**config.mk**
```make
export PLATFORM = sky130hd
export DESIGN_NAME = mouse_pkt_enc
export DESIGN_NICKNAME = d
export VERILOG_FILES = /design/src/rtl/mpk_pkg.sv /design/src/rtl/mpk_packer.sv /design/src/rtl/mpk_byte_queue.sv /design/src/rtl/mouse_pkt_enc.sv
export SDC_FILE = /design/constraint.sdc
export NUM_CORES = 1
export LEC_CHECK = 0
export ABC_CLOCK_PERIOD_IN_PS = 6700
export BUFFER_PORTS_ARGS = -buffer_cell sky130_fd_sc_hd__buf_2
export CELL_PAD_IN_SITES_DETAIL_PLACEMENT = 2
export CELL_PAD_IN_SITES_GLOBAL_PLACEMENT = 2
export CORE_MARGIN = 5
export CORE_UTILIZATION = 30
export CTS_BUF_LIST = sky130_fd_sc_hd__clkbuf_16
export DETAILED_ROUTE_END_ITERATION = 7
export MAX_ROUTING_LAYER = met4
export PLACE_DENSITY = 0.56
export SYNTH_ARGS = -nofsm -noshare
export SYNTH_HDL_FRONTEND = slang
export SYNTH_HIERARCHICAL = 1
export SYNTH_SLANG_ARGS = --single-unit
```
**constraint.sdc**
```tcl
create_clock -name clk -period 6.7 [get_ports clk]
set_input_delay 0.67 -clock clk [delete_from_list [all_inputs] [get_ports clk]]
set_output_delay 0.67 -clock clk [all_outputs]
set_load 0.01 [all_outputs]
```
**src/rtl/mpk_pkg.sv**
```systemverilog
`timescale 1ns/1ps
package mpk_pkg;
    localparam int          PKT_LEN  = 5;
    localparam int          SAT_LIM  = 127;
    localparam logic [7:0]  HDR_IDLE = 8'h87;

    typedef logic [7:0] byte_t;
    typedef logic [PKT_LEN-1:0][7:0] pkt_t;

    typedef struct packed {
        logic left;
        logic middle;
        logic right;
    } btn_t;

    function automatic byte_t sat_byte(input int v);
        if (v > SAT_LIM)       return byte_t'(SAT_LIM);
        else if (v < -SAT_LIM) return byte_t'(-SAT_LIM);
        else                   return v[7:0];
    endfunction

    function automatic byte_t hdr_byte(input btn_t b);
        return HDR_IDLE & ~{5'b0, b.left, b.middle, b.right};
    endfunction
endpackage

```
**src/rtl/mpk_packer.sv**
```systemverilog
`timescale 1ns/1ps
module mpk_packer
    import mpk_pkg::*;
#(
    parameter int MOTION_W = 10
) (
    input  logic                       clk,
    input  logic                       rst,
    input  logic                       evt_valid,
    input  logic signed [MOTION_W-1:0] evt_dx,
    input  logic signed [MOTION_W-1:0] evt_dy,
    input  logic [2:0]                 evt_btn,
    output logic                       busy,
    output logic                       push,
    output byte_t                      push_data
);
    localparam int IW = $clog2(PKT_LEN);
    localparam logic [IW-1:0] LAST = IW'(PKT_LEN - 1);

    logic          busy_q;
    logic [IW-1:0] idx_q;
    pkt_t          pkt_q;

    always_ff @(posedge clk) begin
        if (rst) begin
            busy_q <= 1'b0;
            idx_q  <= '0;
            pkt_q  <= '0;
        end else if (!busy_q) begin
            if (evt_valid) begin
                pkt_q[0] <= hdr_byte(btn_t'(evt_btn));
                pkt_q[1] <= sat_byte(int'(evt_dx));
                pkt_q[2] <= sat_byte(-int'(evt_dy));
                pkt_q[3] <= 8'h00;
                pkt_q[4] <= 8'h00;
                busy_q   <= 1'b1;
                idx_q    <= '0;
            end
        end else if (idx_q == LAST) begin
            busy_q <= 1'b0;
            idx_q  <= '0;
        end else begin
            idx_q <= idx_q + 1'b1;
        end
    end

    assign busy      = busy_q;
    assign push      = busy_q;
    assign push_data = pkt_q[idx_q];

    AST_ACCEPT_BUSY: assert property (@(posedge clk) disable iff (rst)
        (evt_valid && !busy) |=> busy);
    AST_BUSY_END: assert property (@(posedge clk) disable iff (rst)
        (busy && idx_q == LAST) |=> !busy);
    AST_HDR_FORM: assert property (@(posedge clk) disable iff (rst)
        (push && idx_q == '0) |-> push_data[7:3] == 5'b10000);
    AST_TAIL_ZERO: assert property (@(posedge clk) disable iff (rst)
        (push && idx_q > IW'(2)) |-> push_data == 8'h00);
endmodule

```
**src/rtl/mpk_byte_queue.sv**
```systemverilog
`timescale 1ns/1ps
module mpk_byte_queue
    import mpk_pkg::*;
#(
    parameter int DEPTH = 16
) (
    input  logic  clk,
    input  logic  rst,
    input  logic  push,
    input  byte_t push_data,
    input  logic  rd_en,
    output byte_t rd_data,
    output logic  avail
);
    localparam int PW = (DEPTH > 1) ? $clog2(DEPTH) : 1;
    localparam int CW = $clog2(DEPTH + 1);
    localparam logic [PW-1:0] PTR_MAX = PW'(DEPTH - 1);
    localparam logic [CW-1:0] CNT_MAX = CW'(DEPTH);

    byte_t         mem [DEPTH];
    logic [PW-1:0] wptr_q, rptr_q;
    logic [CW-1:0] count_q;
    byte_t         rd_q;
    logic          do_push, do_pop;

    function automatic logic [PW-1:0] ptr_inc(input logic [PW-1:0] p);
        return (p == PTR_MAX) ? '0 : p + 1'b1;
    endfunction

    assign do_push = push && (count_q != CNT_MAX);
    assign do_pop  = rd_en && (count_q != '0);

    always_ff @(posedge clk) begin
        if (do_push) mem[wptr_q] <= push_data;
    end

    always_ff @(posedge clk) begin
        if (rst) begin
            wptr_q  <= '0;
            rptr_q  <= '0;
            count_q <= '0;
            rd_q    <= '0;
        end else begin
            if (do_push) wptr_q <= ptr_inc(wptr_q);
            if (do_pop)  rptr_q <= ptr_inc(rptr_q);
            if (rd_en)   rd_q   <= do_pop ? mem[rptr_q] : 8'h00;
            count_q <= count_q + CW'(do_push) - CW'(do_pop);
        end
    end

    assign rd_data = rd_q;
    assign avail   = (count_q != '0);

    int span;
    always_comb begin
        if (wptr_q >= rptr_q) span = int'(wptr_q) - int'(rptr_q);
        else                  span = int'(wptr_q) + DEPTH - int'(rptr_q);
    end

    AST_NO_OVERFLOW: assert property (@(posedge clk) disable iff (rst)
        count_q <= CNT_MAX);
    AST_FULL_HOLD: assert property (@(posedge clk) disable iff (rst)
        (count_q == CNT_MAX && push && !rd_en) |=> count_q == CNT_MAX && $stable(wptr_q));
    AST_EMPTY_ZERO: assert property (@(posedge clk) disable iff (rst)
        (rd_en && count_q == '0 && !push) |=> rd_data == 8'h00 && count_q == '0);
    AST_PTR_SPAN: assert property (@(posedge clk) disable iff (rst)
        span == ((count_q == CNT_MAX) ? 0 : int'(count_q)));
    AST_AVAIL_KEEP: assert property (@(posedge clk) disable iff (rst)
        (rd_en && count_q > CW'(1)) |=> avail);
endmodule

```
**src/rtl/mouse_pkt_enc.sv**
```systemverilog
`timescale 1ns/1ps
module mouse_pkt_enc
    import mpk_pkg::*;
#(
    parameter int MOTION_W    = 10,
    parameter int QUEUE_DEPTH = 16
) (
    input  logic                       clk,
    input  logic                       rst,
    input  logic                       evt_valid,
    input  logic signed [MOTION_W-1:0] evt_dx,
    input  logic signed [MOTION_W-1:0] evt_dy,
    input  logic [2:0]                 evt_btn,
    output logic                       evt_busy,
    input  logic                       rd_en,
    output logic [7:0]                 rd_data,
    output logic                       data_avail
);
    logic  push;
    byte_t push_data;

    mpk_packer #(.MOTION_W(MOTION_W)) u_packer (
        .clk       (clk),
        .rst       (rst),
        .evt_valid (evt_valid),
        .evt_dx    (evt_dx),
        .evt_dy    (evt_dy),
        .evt_btn   (evt_btn),
        .busy      (evt_busy),
        .push      (push),
        .push_data (push_data)
    );

    mpk_byte_queue #(.DEPTH(QUEUE_DEPTH)) u_queue (
        .clk       (clk),
        .rst       (rst),
        .push      (push),
        .push_data (push_data),
        .rd_en     (rd_en),
        .rd_data   (rd_data),
        .avail     (data_avail)
    );

    AST_RESET_QUIET: assert property (@(posedge clk)
        rst |=> !evt_busy && !data_avail && rd_data == 8'h00);
endmodule

```
==> flow_summary.json <==
{
  "cts_tree": "done",
  "synth_edf_count": 128,
  "p_per_area_mw_per_mm2": 308,
  "max_freq_mhz": 296,
  "use_met2": 0.241,
  "diodes": 0,
  "fin_crit_sh": 0.504,
  "finClkSkew_ns": 0.0167,
  "syn_area_mm2": 0.00773,
  "io_buffers": 36,
  "post_cts_resized": 0,
  "viasPerCell": 5.09,
  "final_area_mm2": 0.00882,
  "syn-mean-instance-area_um2": 14.6,
  "setup-tns-final_ns": 0,
  "critPathMaxFanout": 7,
  "cts_hold_buffers": 0,
  "layout-drive-gt1-share": 0.182,
  "route.detailed.drc": 0,
  "slew_violations": 0,
  "syn_inst": 529,
  "core_mm2": 0.0253,
  "clk_pin_slew_worst_paths_ns": 0.08,
  "worstPathRequired_ns": 7.02,
  "grt.busiest_layer": "met2",
  "finalWorstSetupSlack_ns": 3.33,
  "clkLatencyLatePin_ns": 0.43,
  "cp-end-kind": "flip-flop",
  "postCtsSetupBuffers": 0,
  "io_pins": 37,
  "gp_congestion": 0.743,
  "cts_max_path_buffers": 2,
  "placed_cell_area_mm2": 0.00825,
  "ys_types": 55,
  "path_class": "primary input to flip-flop",
  "grt_use_met1": 0.182,
  "drt_pass1_iterations": 4,
  "htreeDepth": 4,
  "synthesis.nets": 578,
  "leakagePower_nw": 2.95,
  "stdcell_count": 908,
  "antenna_found_initial": 0,
  "ys_warn_count": 6,
  "min_period_ns": 3.37,
  "post-place-ws_ns": 2.89,
  "root_buffer": "clkbuf_16",
  "run_status": "finished, final reports clean",
  "synthToLayoutAreaGrowth_pct": 14.0,
  "overflow": 0,
  "die_h_um": 171,
  "worst_ep_arrival_time_ns": 3.69,
  "async_flop_share": 0,
  "num_rows": 58,
  "hold_viol": 0,
  "die_area_mm2": 0.0291,
  "final_antenna_net_count": 0,
  "fin_util": 0.349,
  "die_w_um": 171,
  "nFillCells": 2582,
  "place_hpwl_mm": 13.1,
  "initial_core_util": 0.306,
  "finalSetupViolations": 0,
  "cts_made_buffers": 17,
  "worstHoldPathType": "primary input to flip-flop",
  "clock_sinks": 177,
  "grt_pass1_vias": 5112,
  "ir_worst_vdd_mv": 0.157,
  "synth.ff_latch_count": 177,
  "max_slew.worst_pin.slew_ns": 1.28,
  "nNetsFinal": 614,
  "met3_usage": 0.0226,
  "synth_ff_type": "edfxtp_1",
  "seq_area_frac_synth": 0.624,
  "wl_per_cell_um": 21.3,
  "slew_headroom": 0.141,
  "wl_mm": 19.4,
  "cp-start-kind": "primary input",
  "drt_iter0_drc": 225,
  "via_count": 4618,
  "track_usage": 0.143,
  "dp.cells": 876,
  "maxCapViolCount": 0,
  "rsz0062_at_grt": "no",
  "grt_pass1_wl_mm": 30.6,
  "grt_max_degree": 47
}
## cell type report
class | count | area [um^2] | share of cell area
tap | 330 | 413 | 0.0468
sequential | 177 | 4830 | 0.547
timing repair buffer | 46 | 255 | 0.0289
inverter | 16 | 60.1 | 0.00681
clock buffer | 17 | 425 | 0.0482
multi-input combinational | 307 | 2690 | 0.305
clock inverter | 15 | 145 | 0.0165
## stage by stage
step,hold WS [ns],total power [mW]
after floorplan,0.432,1.64
after global placement,0.441,1.76
after detailed placement,0.454,1.79
after CTS,0.387,2.77
after global routing,0.392,2.86
final,0.409,2.72
## worst paths after layout
kind,startpoint,slack [ns],to,cells past startpoint
max reg2reg,u_queue/count_q[3],3.69,u_queue/count_q[4],14
min reg2reg,u_packer/pkt_q[13],0.46,u_packer/pkt_q[13],2
min,evt_btn[0],0.41,u_packer/pkt_q[0],2
max,evt_dy[3],3.33,u_packer/pkt_q[22],10
## logic make-up after synthesis
family          Yosys count  synth area share
simple gates            148             0.102
compound gates           78            0.0706
buf+inv                  45            0.0295
xor+xnor                  7           0.00793
mux                      52             0.130
fa+ha+maj                22            0.0366
flops                   177             0.624
## sequential cells by signal, indices dropped and copies added (netlist names), named ones only
signal / flops
u_packer/busy: 1
u_packer/idx_q: 3
u_packer/pkt_q: 20
u_queue/count_q: 5
u_queue/mem: 128
u_queue/rd_data: 8
u_queue/rptr_q: 4
u_queue/wptr_q: 4
## power breakdown
part | leakage [nW] | internal (mW) | total (mW) | switching [mW]
sequential | 1.55 | 1.23 | 1.29 | 0.0515
clock | 0.274 | 0.523 | 0.970 | 0.447
combinational | 1.12 | 0.213 | 0.461 | 0.247
## worst max-delay path, cell delays in order
cell and delay (ns):
buf_2 0.12, or4_1 0.67, or4_1 0.63, nand2b_1 0.20, ha_1 0.32, nor4bb_1 0.26
and4b_1 0.23, o2111ai_1 0.13, o21a_1 0.29, o32ai_1 0.16
## layer usage
layer	routed length (um)	vias to the layer above
met2	9860	72
met5	0	-
li1	-	2130
met1	8780	2401
met3	547	15
met4	187	0
## layout by cell type (no fill, tap or decap), types with 4 or more instances in the layout
cell / count
edfxtp_1: 128
nor2_1: 55
dfxtp_1: 47
buf_2: 36
a21oi_1: 25
nand2_1: 21
ha_1: 21
mux4_1: 19
clkbuf_16: 17
inv_1: 16
mux4_2: 13
mux2i_1: 12
o21ai_0: 12
buf_4: 10
and2_1: 9
nand3_1: 8
mux2_2: 8
a221o_1: 8
nor2b_1: 6
o32ai_1: 6
inv_6: 5
or3_1: 5
nand2b_1: 5
a211oi_1: 5
and3_1: 5
or4_1: 4
nand3b_1: 4
a22oi_1: 4
nor3_1: 4
nor4b_1: 4
xor2_1: 4
## synthesized netlist by cell type, types with 2 or more instances
master / number / area share
buf_6: 5 / 0.0073
nor3b_1: 2 / 0.0019
nand2_1: 21 / 0.010
clkbuf_1: 16 / 0.0078
nand3b_1: 4 / 0.0039
nor4_1: 3 / 0.0024
nor2b_1: 6 / 0.0049
a221o_1: 8 / 0.010
a21oi_1: 25 / 0.016
a21o_1: 2 / 0.0019
dfxtp_1: 49 / 0.13
mux4_1: 19 / 0.065
buf_2: 5 / 0.0032
mux4_2: 13 / 0.038
o21ai_0: 12 / 0.0078
nor4b_1: 6 / 0.0068
a311oi_1: 2 / 0.0023
and2_1: 9 / 0.0073
o211ai_1: 2 / 0.0019
xor2_1: 4 / 0.0045
nor2_1: 55 / 0.027
mux2i_1: 12 / 0.016
or4_1: 4 / 0.0039
mux2_2: 8 / 0.012
ha_1: 21 / 0.034
o2111ai_1: 2 / 0.0023
or3_1: 5 / 0.0040
nand2b_1: 5 / 0.0040
a22oi_1: 4 / 0.0039
edfxtp_1: 128 / 0.50
nand3_1: 8 / 0.0052
a311o_1: 2 / 0.0026
nor4bb_1: 3 / 0.0039
o21a_1: 3 / 0.0029
a211oi_1: 5 / 0.0049
and4b_1: 2 / 0.0026
xnor2_1: 3 / 0.0034
nor3_1: 4 / 0.0026
and3_1: 5 / 0.0040
o31ai_1: 2 / 0.0019
o32ai_1: 6 / 0.0068
inv_1: 16 / 0.0078
(Power assumes the default switching activity.)
